File: src/rtl/mdio_pkg.sv
package mdio_pkg;

    localparam int PRE_BITS   = 32;
    localparam int FRAME_BITS = 64;
    localparam int SLOT_W     = 7;

    localparam logic [3:0] OP_READ  = 4'b0110;
    localparam logic [3:0] OP_WRITE = 4'b0101;
    localparam logic [1:0] TA_WRITE = 2'b10;

    localparam logic [SLOT_W-1:0] TA_SLOT       = SLOT_W'(PRE_BITS + 4 + 5 + 5);
    localparam logic [SLOT_W-1:0] RD_DATA_FIRST = SLOT_W'(PRE_BITS + 4 + 5 + 5 + 1);
    localparam logic [SLOT_W-1:0] RD_DATA_LAST  = SLOT_W'(PRE_BITS + 4 + 5 + 5 + 16);
    localparam logic [SLOT_W-1:0] RD_IDLE_SLOT  = SLOT_W'(PRE_BITS + 4 + 5 + 5 + 17);
    localparam logic [SLOT_W-1:0] WR_IDLE_SLOT  = SLOT_W'(PRE_BITS + 4 + 5 + 5 + 18);

    typedef enum logic [1:0] {
        SEQ_IDLE,
        SEQ_RUN,
        SEQ_DONE
    } seq_state_t;

    typedef struct packed {
        logic        is_read;
        logic [4:0]  reg_addr;
        logic [15:0] wdata;
    } mgmt_req_t;

    function automatic logic [FRAME_BITS-1:0] frame_word(logic [4:0] phy, mgmt_req_t r);
        return {{PRE_BITS{1'b1}}, (r.is_read ? OP_READ : OP_WRITE), phy, r.reg_addr,
                TA_WRITE, r.wdata};
    endfunction

    function automatic logic [SLOT_W-1:0] idle_slot(logic is_read);
        return is_read ? RD_IDLE_SLOT : WR_IDLE_SLOT;
    endfunction

    function automatic logic line_released(logic is_read, logic [SLOT_W-1:0] s);
        return is_read && (s >= TA_SLOT) && (s <= RD_DATA_LAST);
    endfunction

    function automatic logic read_capture(logic is_read, logic [SLOT_W-1:0] s);
        return is_read && (s >= RD_DATA_FIRST) && (s <= RD_DATA_LAST);
    endfunction

endpackage

File: src/rtl/mdio_clkgen.sv
module mdio_clkgen #(
    parameter int DIV = 4
) (
    input  logic clk,
    input  logic rst,
    input  logic run,
    output logic mdc,
    output logic slot_end
);
    localparam int SLOT_CYC = 2 * DIV;
    localparam int CW       = (SLOT_CYC > 1) ? $clog2(SLOT_CYC) : 1;
    localparam logic [CW-1:0] HALF = CW'(DIV);
    localparam logic [CW-1:0] LAST = CW'(SLOT_CYC - 1);

    logic [CW-1:0] cnt;

    always_ff @(posedge clk) begin
        if (rst || !run) begin
            cnt <= '0;
        end else if (cnt == LAST) begin
            cnt <= '0;
        end else begin
            cnt <= cnt + CW'(1);
        end
    end

    assign mdc      = run && (cnt >= HALF);
    assign slot_end = run && (cnt == LAST);
endmodule

File: src/rtl/mdio_seq.sv
module mdio_seq
    import mdio_pkg::*;
(
    input  logic              clk,
    input  logic              rst,
    input  logic              start,
    input  logic              rd_in,
    input  logic              slot_end,
    output logic              load,
    output logic              busy,
    output logic              done,
    output logic              is_read,
    output logic [SLOT_W-1:0] slot
);
    seq_state_t state;

    assign load = (state == SEQ_IDLE) && start;
    assign busy = (state == SEQ_RUN);
    assign done = (state == SEQ_DONE);

    always_ff @(posedge clk) begin
        if (rst) begin
            state   <= SEQ_IDLE;
            slot    <= '0;
            is_read <= 1'b0;
        end else begin
            case (state)
                SEQ_IDLE: begin
                    if (start) begin
                        state   <= SEQ_RUN;
                        slot    <= '0;
                        is_read <= rd_in;
                    end
                end
                SEQ_RUN: begin
                    if (slot_end) begin
                        if (slot == idle_slot(is_read)) begin
                            state <= SEQ_DONE;
                        end else begin
                            slot <= slot + SLOT_W'(1);
                        end
                    end
                end
                default: state <= SEQ_IDLE;
            endcase
        end
    end
endmodule

File: src/rtl/mdio_shifter.sv
module mdio_shifter
    import mdio_pkg::*;
#(
    parameter logic [4:0] PHY_ADDR = 5'h07
) (
    input  logic        clk,
    input  logic        rst,
    input  logic        load,
    input  mgmt_req_t   req,
    input  logic        slot_end,
    input  logic        capture,
    input  logic        mdio_i,
    output logic        tx_bit,
    output logic [15:0] rdata
);
    logic [FRAME_BITS-1:0] shreg;

    always_ff @(posedge clk) begin
        if (rst) begin
            shreg <= '1;
        end else if (load) begin
            shreg <= frame_word(PHY_ADDR, req);
        end else if (slot_end) begin
            shreg <= {shreg[FRAME_BITS-2:0], 1'b1};
        end
    end

    always_ff @(posedge clk) begin
        if (rst) begin
            rdata <= '0;
        end else if (slot_end && capture) begin
            rdata <= {rdata[14:0], mdio_i};
        end
    end

    assign tx_bit = shreg[FRAME_BITS-1];
endmodule

File: src/rtl/mdio_master.sv
module mdio_master
    import mdio_pkg::*;
#(
    parameter int         DIV      = 4,
    parameter logic [4:0] PHY_ADDR = 5'h07
) (
    input  logic        clk,
    input  logic        rst,
    input  logic        start,
    input  logic        rd_nwr,
    input  logic [4:0]  reg_addr,
    input  logic [15:0] wdata,
    output logic [15:0] rdata,
    output logic        busy,
    output logic        done,
    output logic        mdc,
    output logic        mdio_o,
    output logic        mdio_oe,
    input  logic        mdio_i
);
    logic              load;
    logic              slot_end;
    logic              is_read;
    logic              tx_bit;
    logic [SLOT_W-1:0] slot;
    mgmt_req_t         req;

    assign req = '{is_read: rd_nwr, reg_addr: reg_addr, wdata: wdata};

    mdio_seq u_seq (
        .clk     (clk),
        .rst     (rst),
        .start   (start),
        .rd_in   (rd_nwr),
        .slot_end(slot_end),
        .load    (load),
        .busy    (busy),
        .done    (done),
        .is_read (is_read),
        .slot    (slot)
    );

    mdio_clkgen #(.DIV(DIV)) u_clk (
        .clk     (clk),
        .rst     (rst),
        .run     (busy),
        .mdc     (mdc),
        .slot_end(slot_end)
    );

    mdio_shifter #(.PHY_ADDR(PHY_ADDR)) u_shift (
        .clk     (clk),
        .rst     (rst),
        .load    (load),
        .req     (req),
        .slot_end(slot_end),
        .capture (read_capture(is_read, slot)),
        .mdio_i  (mdio_i),
        .tx_bit  (tx_bit),
        .rdata   (rdata)
    );

    assign mdio_o  = (!busy || (slot == idle_slot(is_read))) ? 1'b1 : tx_bit;
    assign mdio_oe = !(busy && line_released(is_read, slot));
endmodule

File: config.mk
export PLATFORM = sky130hd
export DESIGN_NAME = mdio_master
export DESIGN_NICKNAME = d
export VERILOG_FILES = /design/src/rtl/mdio_pkg.sv /design/src/rtl/mdio_clkgen.sv /design/src/rtl/mdio_seq.sv /design/src/rtl/mdio_shifter.sv /design/src/rtl/mdio_master.sv
export SDC_FILE = /design/constraint.sdc
export NUM_CORES = 1
export LEC_CHECK = 0
export ABC_AREA = 1
export BUFFER_PORTS_ARGS = -buffer_cell sky130_fd_sc_hd__clkbuf_2
export CORE_AREA = 8 8 71 135
export DETAILED_ROUTE_END_ITERATION = 10
export DIE_AREA = 0 0 79 143
export PLACE_DENSITY = 0.71
export SYNTH_ARGS = -nofsm -noshare
export SYNTH_HDL_FRONTEND = slang
export SYNTH_HIERARCHICAL = 1
export SYNTH_SLANG_ARGS = --single-unit
File: constraint.sdc
create_clock -name clk -period 2.8 [get_ports clk]
set_input_delay 0.42 -clock clk [delete_from_list [all_inputs] [get_ports clk]]
set_output_delay 0.42 -clock clk [all_outputs]
set_load 0.02 [all_outputs]
=== Word level (Yosys, flattened, before mapping) ===
Cells that the tools add are included.

* Register bits: 93
* Output and inout port bits: 21
* Logic and storage cells: 55

* Multiplexer cells: 13
* Reduce and logical (&&, ||, !) cells: 21
* $add $sub $neg: 2
* Equality and inequality tests: 8
* Magnitude comparators: 4

{| class="wikitable"
|+ Operators with widths
! operator !! number
|-
| $mux 32 || 2
|-
| $mux 7 || 4
|-
| $ge 7x6->1 const B || 2
|-
| $pmux 7 s2 || 1
|-
| $logic_and 1x1->1 || 9
|-
| $mux 2 || 4
|-
| $add 7x1->7 const B || 1
|-
| $eq 7x7->1 || 1
|-
| $le 7x6->1 const B || 1
|-
| $ne 2x1->1 const B || 2
|-
| $ne 2x2->1 const B || 2
|-
| $pmux 2 s2 || 1
|-
| $reduce_and 4->1 || 1
|-
| $reduce_bool 2->1 || 2
|-
| $reduce_or 2->1 || 2
|-
| $add 3x1->3 const B || 1
|-
| $eq 3x3->1 const B || 1
|-
| $ge 3x3->1 const B || 1
|-
| $reduce_and 3->1 || 1
|-
| $eq 2x1->1 const B || 1
|-
| $eq 2x2->1 const B || 1
|-
| $logic_not 1->1 || 2
|-
| $logic_not 2->1 || 1
|-
| $logic_or 1x1->1 || 2
|-
| other kinds (2) || 2
|}

=== Logic depth before layout (Yosys ltp) ===
Gate-level depths: netlist of run 1.

* Depth in word-level cells: 5
* Gate-level depth with buffers: 12
* Depth with buffers taken out: 10

=== By module ===
The synthesis of run 1 kept the hierarchy.

{| class="wikitable"
|+ By module, submodules not included
! module !! cells each !! area each (µm²) !! times used !! seq. area each (µm²)
|-
| mdio_shifter || 383 || 3,050.4 || 1 || 1,601.5
|-
| mdio_seq || 99 || 658.1 || 1 || 200.2
|-
| mdio_master || 34 || 151.4 || 1 || 0.0
|-
| mdio_clkgen || 17 || 136.4 || 1 || 60.1
|}

=== Least setup slack after synthesis of run 1 ===
No wires, ideal clock.

* Path kind: reg-to-reg
* Start point: register u_clk.cnt[0]
* End point: register u_seq.slot[5]
* Data required time: 2.685 ns
* Cell stages (with the launch flop): 10
* Arrival time: 1.410 ns
* Path slack: 1.275 ns
* Library setup time: 0.115 ns
* Path buffers: 2
* Path through: dfxtp_1 > ha_1 > ha_1 > nand2_1 > inv_1 > or2_1 > buf_6 > buf_6 > a21oi_1 > nor2_1

* Word-level cells in the longest chain between the ends: 4

{| class="wikitable"
|+ Ends and longest elaborated chain
! element !! RTL line !! source
|-
| start: declaration || mdio_clkgen.sv:15 || <nowiki>logic [CW-1:0] cnt;</nowiki>
|-
| start signal: assignment || mdio_clkgen.sv:23 || <nowiki>cnt <= cnt + CW'(1);</nowiki>
|-
| $eq 3x3->1 || mdio_clkgen.sv:28 || <nowiki>assign slot_end = run && (cnt == LAST);</nowiki>
|-
| $logic_and 1x1->1 || mdio_clkgen.sv:28 ||
|-
| named net slot_end || mdio_master.sv:22 || <nowiki>logic slot_end;</nowiki>
|-
| $ne 2x1->1 (no line) || -- ||
|-
| $reduce_and 4->1 (no line) || -- ||
|-
| end signal: assignment || mdio_seq.sv:40 || <nowiki>slot <= slot + SLOT_W'(1);</nowiki>
|-
| end: declaration || mdio_seq.sv:13 || <nowiki>output logic [SLOT_W-1:0] slot</nowiki>
|}

The timed path passes the listed nets, and every way through them passes these cells.
A chain may end at the register's enable or synchronous reset.

=== Worst setup path after layout of run 1 ===
* Start point: register u_seq.state[0]
* End point: register u_seq.state[0]

* Word-level cells in the longest chain between the ends: 4
* Elaborated cells on any way between the ends: 8

{| class="wikitable"
|+ Ends and longest elaborated chain
! element !! RTL line !! source
|-
| start: declaration || mdio_seq.sv:15 || <nowiki>seq_state_t state;</nowiki>
|-
| start signal: assignment || mdio_seq.sv:23 || <nowiki>state <= SEQ_IDLE;</nowiki>
|-
| start signal: assignment || mdio_seq.sv:30 || <nowiki>state <= SEQ_RUN;</nowiki>
|-
| start signal: assignment || mdio_seq.sv:38 || <nowiki>state <= SEQ_DONE;</nowiki>
|-
| $eq 2x1->1 || mdio_seq.sv:18 || <nowiki>assign busy = (state == SEQ_RUN);</nowiki>
|-
| $logic_and 1x1->1 || mdio_clkgen.sv:28 ||
|-
| named net slot_end || mdio_master.sv:22 ||
|-
| $ne 2x1->1 (no line) || -- ||
|-
| $reduce_and 3->1 (no line) || -- ||
|}

The timed path passes the listed nets, and every way through them passes these cells.

==> key figures, run 1 <==
Logic synthesis
  – Count leader, synth: nand2_1
  – Part of the Yosys area used for sequential elements: between 40 and 50%
  – Synth warn: 6
  – Leading post-synthesis cells by cell area: dfxtp_1, nand2_1, nand3_1
  – Post-Syn Area: ~4000 sq um
  – #FFs+latches synth: 93
  – Net Count, Synth: ~560
  – Cell taking the most area after synthesis: dfxtp_1
  – Post-synth EDFFs: 0
  – Distinct cells, synth: 25
  – Post-synthesis async set-or-reset flop share: 0%
  – Post-Syn Instances: between 500 and 600
  – Synthesized area per cell: around 7.5 sq um
  – Top_reg_cell synth: dfxtp_1
  – Synth top area share: a little under half
  – Synth top cells by count: nand2_1, nand3_1, dfxtp_1

Place
  – Port Buffers: 46
  – DPL Wire Length: about 5400 um
  – Placed cells: 649
  – Pre-CTS setup slack: just under 800 ps
  – Placed cell areas: 4150 sq um
  – Routability congestion estimate: just under 0.9

Critical path
  – Worst setup path category: reg -> reg
  – CP Max Fanout: 17
  – R2R setup slack: ~770 ps
  – Critical path's slowest cell: or2_1
  – Worst Path Arrival: 2260 ps
  – CP required: about 3000 ps
  – CP endpoint kind: flop
  – Max incr delay on CP: 500 ps
  – Crit-path cells: nand2_2 -> inv_2 -> nand2_1 -> inv_2 -> or2_1 -> nand2_1 -> o21ai_0 -> inv_1
  – Type of origin of the critical path: flop

Clocking
  – CTS tree: yes
  – # Post-CTS Setup Buffers: 0
  – Worst-Skew Late Latency: between 300 and 400 ps
  – Number of CTS-inserted buffers: 9
  – Clk slew on worst S/H paths: approximately 60 ps
  – Post-CTS Resized: 0
  – Clock Root Buffer: clkbuf_16
  – Sink Count: 93
  – H-tree depth: 3
  – Hold_buf cts: 0
  – CTS Buffer Depth: 2

Drt
  – Max Used Layer: met4
  – DR WL met3: about 400 um
  – Routed wl met2: 3830 um
  – Routed wire length: ~8300 um
  – Via count: ~3400
  – Routed len/inst: roughly 13 um
  – First-iteration detailed-routing DRC count: 246
  – DRC Markers: 0
  – Detailed Routing Iterations Pass 1: 5
  – Drt via density: slightly above 5
  – Routed Antenna Nets: 0
  – Wire length on met1: between 3000 and 4000 um

Final layout
  – Share of layout cells above drive strength 1: around 15%
  – Post-route core utilization: around 56%
  – Final instance area: between 4000 and 5000 sq um
  – Layout area overhead: 10.6%
  – Non-filler cells, final: roughly 670
  – Nets@finish: slightly below 600
  – ANT cells: 0

Die
  – CORE AREA: about 7800 sq um
  – Die ar.: around 11000 sq um
  – Die Wd: slightly below 80 um
  – Initial Util: about half
  – # IOs: 47
  – Cell Rows: 46
  – Die Y: 143 um

GRT
  – First-pass GRT wire length: 14800 um
  – Initial antenna violation count: 0
  – Overall routing resource usage: 15.8%
  – Largest net degree at the start of global routing: 43
  – Overflow left after global routing: 0
  – Vias in the first global route: 3300

Power
  – P_leak: about 2.0 nW
  – Power, Total: 2.91 mW
  – Peak VDD IR: around 0.00052 V
  – P per Cell Area: ~660 nW/um^2

Job
  – Total of max-cap violations: 0

STA
  – Setup Skew: between 5 and 6 ps
  – Max-slew violation count: 0
  – Tmin final: approximately 2000 ps
  – Setup TNS: 0 ps
  – # setup viols final: 0
  – Worst-margin pin slew: 791 ps
  – Final Hold Fails: 0
  – RSZ-0062 raised after global routing: no
  – Achievable frequency: around 490 MHz
  – Worst setup margin: about 770 ps
  – Fin crit share: between 70% and 80%
  – Worst rel slew slack: between 40% and 50%
  – Hold_ws: slightly below 300 ps

Run status
  – Status: finished clean

Min path
  – HP Class: in -> reg
[state kept, by name, indices dropped and copies added (netlist names)]
signal	cells
u_seq/state	2
u_shift/rdata	16
u_seq/slot	7
u_shift/shreg	64
u_seq/is_read	1
u_clk/cnt	3
[critical path, delay by kind of cell (launching register included)]
family | cells | cell delay (ps)
and+or+nand+nor | 4 | 830
buffers and inverters | 3 | 540
AOI/OAI and AO/OA | 1 | 170
DFF | 1 | 380
[routing by layer]
| layer | global-route usage [%] | up-vias |
|---|---|---|
| li1 | - | 1799 |
| met1 | 19.8 | 1511 |
| met2 | 24.6 | 65 |
| met4 | 7.87 | 0 |
| met5 | 0 | - |
| met3 | 3.65 | 10 |
[power by group]
| group | internal, mW | switching, mW | total, mW | leakage, nW |
|---|---|---|---|---|
| Clock | 0.606 | 0.507 | 1.11 | 0.126 |
| Sequential | 1.39 | 0.0626 | 1.45 | 0.759 |
| Combinational | 0.119 | 0.224 | 0.344 | 1.16 |
[worst paths after layout]
kind	from	end	cells past startpoint
min	wdata[10]	u_shift/shreg[10]$_SDFFE_PP1P_	3
max	u_seq/state[0]$_SDFFE_PP0P_	u_seq/state[0]$_SDFFE_PP0P_	8
min reg2reg	u_clk/cnt[0]$_SDFF_PP0_	u_clk/cnt[0]$_SDFF_PP0_	1
max reg2reg	u_seq/state[0]$_SDFFE_PP0P_	u_seq/state[0]$_SDFFE_PP0P_	8
[cells in the final DEF (no fill, tap or decap)]
master	synthesis	routed
buf_4	7	6
inv_2	3	4
clkinv_2	0	1
nor2_2	1	1
nor3b_1	2	2
nand3_2	6	6
nand3_1	119	119
inv_1	28	27
nand2_1	161	161
clkbuf_2	0	46
inv_6	0	2
nor2_1	21	21
nand2_2	3	3
dfxtp_1	93	93
clkinvlp_4	0	3
clkbuf_1	1	1
or2_1	1	1
nor2_4	3	3
nand2_4	2	2
nor3_1	1	1
and2_0	1	1
nor2_8	1	1
ha_1	3	3
nor4_1	1	1
a21oi_1	47	47
o21ai_0	3	3
or2_2	1	1
clkbuf_16	0	9
[kinds of logic after synthesis]
| logic type | Yosys count | share of synthesized area [%] |
|---|---|---|
| AO/OA/AOI/OAI | 50 | 6.26 |
| AND/OR/NAND/NOR | 324 | 37.2 |
| adder cells (fa/ha/maj) | 3 | 0.939 |
| buffers and inverters | 63 | 9.05 |
| flip-flops | 93 | 46.6 |
[area by class of cell]
type,instances,area (sq um)
Fill cell,743,3410
Sequential cell,93,1860
Multi-Input combinational cell,377,1770
Timing Repair Buffer,52,275
Clock buffer,10,229
Tap cell,96,120
Inverter,31,116
Clock inverter,6,45.0
Power figures use the tool's default switching activity.
==> run 2: changes to the inputs <==
- ABC_AREA: 1 -> 0
- CORE_AREA: 8 8 71 135 -> 8 8 72 136
- DIE_AREA: 0 0 79 143 -> 0 0 80 144
- clock period: 2.8 -> 2 ns (I/O delays scaled with it)
==> run 2 against run 1 <==
Against the previous run:
- area after synthesis is 1.3% higher
- largest power group unchanged
- cell area is 5.8% higher
- clock power up 41%
- hold slack got worse by 94 ps
- core utilization increased by 1.2 points
- critical path type unchanged
- sequential cell count is the same
- sequential share of layout area is 2.3 points lower
- combinational power fell by 40%
- critical path depth down 1
- highest routed layer unchanged
- clock skew shrank 0.69 ps
- die area rose by 2.0%
- setup slack got worse by 710 ps
==> key figures, run 2 <==
Final layout
  – Layout area overhead: 15.6%
  – Max reg flops: 64 (unchanged)
  – Most common cell after layout, fill and taps aside: dfxtp_1
  – Largest reg by FF count: u_shift/shreg
  – Final instance area: 4680 sq um (+5.8%)
  – Nets@finish: 476 (-20%)
  – Commonest cells after routing, fill and taps aside: dfxtp_1, mux2i_1, nand2_1
  – ANT cells: 0 (unchanged)
  – Biggest regs: u_shift/shreg (64), u_shift/rdata (16), u_seq/slot (7)
  – Share of layout cells above drive strength 1: 23.7% (+8.3 points)

Power
  – P per Cell Area: 787 nW/um^2 (+20%)
  – Power, Total: 3.68 mW (+27%)
  – P_leak: 1.71 nW (-16%)
  – Peak VDD IR: 0.000522 V (-0.31%)

Critical path
  – Worst setup startpoint: u_clk/cnt[0]$_SDFF_PP0_
  – Worst Path Arrival: 2200 ps (-60 ps)
  – CP endpoint kind: flop
  – Worst reg2reg path startpoint: u_clk/cnt[0]$_SDFF_PP0_
  – CP Max Fanout: 4 (-13)
  – Type of origin of the critical path: flop
  – Worst setup path category: reg -> reg
  – CP required: 2260 ps (-770 ps)

Drt
  – Routed len/inst: 13.6 um (+9.0%)
  – Routed wire length: 7490 um (-10%)
  – Drt via density: 5.34 (+4.9%)
  – First-iteration detailed-routing DRC count: 214 (-13%)
  – Detailed Routing Iterations Pass 1: 5 (unchanged)
  – Routed Antenna Nets: 0 (unchanged)
  – DRC Markers: 0 (unchanged)
  – Via count: 2932 (-13%)

GRT
  – Initial antenna violation count: 0 (unchanged)
  – Largest net degree at the start of global routing: 64 (+49%)
  – Overflow left after global routing: 0 (unchanged)
  – First-pass GRT wire length: 12700 um (-14%)
  – Vias in the first global route: 2800 (-15%)
  – Overall routing resource usage: 13.6% (-2.2 points)

Job
  – Total of max-cap violations: 0 (unchanged)

Die
  – Cell Rows: 47 (+2.2%)
  – Die Y: 144 um (+0.70%)
  – CORE AREA: 8120 sq um (+3.7%)
  – Die ar.: 11500 sq um (+2.0%)
  – Die Wd: 80 um (+1.3%)
  – Initial Util: 49.9% (-1.2 points)
  – # IOs: 47 (unchanged)

STA
  – RSZ-0062 raised after global routing: no
  – Worst rel slew slack: 69.3% (+22 points)
  – Fin crit share: 96.9% (+25 points)
  – Final Hold Fails: 0 (unchanged)
  – Tmin final: 1940 ps (-88.7 ps)
  – Worst-margin pin slew: 460 ps (-330 ps)
  – Setup TNS: 0 ps (unchanged)
  – Setup Skew: 5.25 ps (-0.686 ps)
  – Max-slew violation count: 0 (unchanged)
  – # setup viols final: 0 (unchanged)
  – Achievable frequency: 516 MHz (+4.6%)

Logic synthesis
  – Leading post-synthesis cells by cell area: dfxtp_1, mux2i_1, a21oi_1
  – Net Count, Synth: 432 (-23%)
  – #FFs+latches synth: 93 (unchanged)
  – Synth top area share: 46.0% (-0.58 points)
  – Post-Syn Instances: 403 (-24%)
  – Cell taking the most area after synthesis: dfxtp_1
  – Synth Area in Simple Gates: 18.2% (-19 points)
  – Synth Area in Compound Gates: 12.7% (+6.5 points)
  – Mux contribution to synthesized area: 15.8% (+16 points)
  – Synth top cells by count: dfxtp_1, mux2i_1, nand2_1
  – Top_reg_cell synth: dfxtp_1
  – Post-synthesis async set-or-reset flop share: 0% (unchanged)
  – Distinct cells, synth: 49 (+96%)
  – Post-Synth XOR/XNOR Area: 0.216% (+0.22 points)
  – Part of the Yosys area used for sequential elements: 46.0% (-0.58 points)
  – Synth warn: 6 (unchanged)
  – Synthesized area per cell: 10.0 sq um (+34%)
  – Count leader, synth: dfxtp_1
  – Post-synthesis adder-cell area fraction: 0.928% (-0.012 points)
  – Largest family of logic cells by synthesized area: simple AND/OR/NAND/NOR gates
  – Post-Syn Area: 4050 sq um (+1.3%)
  – Post-synth EDFFs: 0 (unchanged)

Clocking
  – CTS tree: yes
  – Clk slew on worst S/H paths: 60 ps (about the same)
  – H-tree depth: 3 (unchanged)
  – Sink Count: 93 (unchanged)
  – CTS Buffer Depth: 2 (unchanged)
  – Hold_buf cts: 0 (unchanged)
  – Worst-Skew Late Latency: 330 ps (about the same)
  – Number of CTS-inserted buffers: 9 (unchanged)
  – Clock Root Buffer: clkbuf_16

Run status
  – Status: finished clean

Min path
  – HP Class: in -> reg
  – Hold Startpoint: wdata[10]

Place
  – Routability congestion estimate: 0.818 (-8.4%)
  – DPL Wire Length: 4790 um (-11%)
  – Placed cell areas: 4350 sq um (+4.9%)
  – Port Buffers: 46 (unchanged)
==> run 2: cell types whose count changed after synthesis, sizes merged, moves of 6 or more <==
| cell | delta |
|---|---|
| nor3b | +20 |
| nand3 | -104 |
| buf | -6 |
| inv | -28 |
| nor2 | -18 |
| mux2i | +64 |
| nand2 | -119 |
| a21bo | +16 |
==> run 2: timing repair <==
item,4_1_cts,5_1_grt
resized for setup,0,1
buffers inserted,0,2
setup endpoints to repair,0,11
==> run 2: final timing paths <==
kind	end	slack, ps	cells after the start
setup / recovery	u_seq/slot[6]$_SDFFE_PP0P_	60	7
setup reg to reg	u_seq/slot[6]$_SDFFE_PP0P_	60	7
hold / removal	u_shift/shreg[10]$_SDFFE_PP1P_	200	3
hold reg to reg	u_clk/cnt[0]$_SDFF_PP0_	450	1
==> run 2: area by class of cell <==
cell class	instances	area, sq um
repair buffers	64	453
clock buffers	12	256
multi-input cells	276	1950
fillers	689	3440
well taps	98	123
clock inverters	3	21.3
inverters	3	13.8
flip-flops and latches	93	1860
==> run 2: cells by family (layout without fill, tap and decap cells) <==
kind of cell | after synthesis | count (layout)
XOR/XNOR | 1 | 1
AO/OA/AOI/OAI | 78 | 78
AND/OR/NAND/NOR | 130 | 130
flip-flops | 93 | 93
adder cells (fa/ha/maj) | 3 | 3
buffers and inverters | 34 | 82
multiplexers | 64 | 64
==> run 2: report_power, final <==
part           total, mW  switching (mW)  internal, mW
combinational      0.205           0.111        0.0945
sequential          1.92          0.0208          1.89
clock               1.56           0.659         0.903
total               3.68           0.791          2.89
==> run 2: routing by layer <==
| layer | GRT usage [%] | vias to the layer above | part of all wire [%] |
|---|---|---|---|
| met5 | 0 | - | 0 |
| met2 | 20.0 | 57 | 46 |
| met1 | 16.9 | 1337 | 47 |
| met4 | 8.40 | 0 | 1.8 |
| met3 | 3.80 | 9 | 5.7 |
| li1 | - | 1529 | - |
==> run 2: worst max-delay path, cell delays in order (launching register included) <==
cell	delay, ps
dfxtp_1	350
ha_1	170
ha_1	180
and2_4	180
nand4b_1	160
or2_4	300
or4_1	390
a21oi_1	130
==> run 2: stage by stage <==
stage | instances | hold WS (ps) | utilization [%] | worst slack, ps
final | 549 | 204 | 57.6 | 61.3
after CTS | 546 | 191 | 57.0 | 64.6
after floorplan | 403 | 373 | - | 5.96
after global routing | 549 | 207 | 57.6 | 19.1
after detailed placement | 531 | 443 | 53.6 | 68.0
after global placement | 531 | 439 | 53.6 | 122
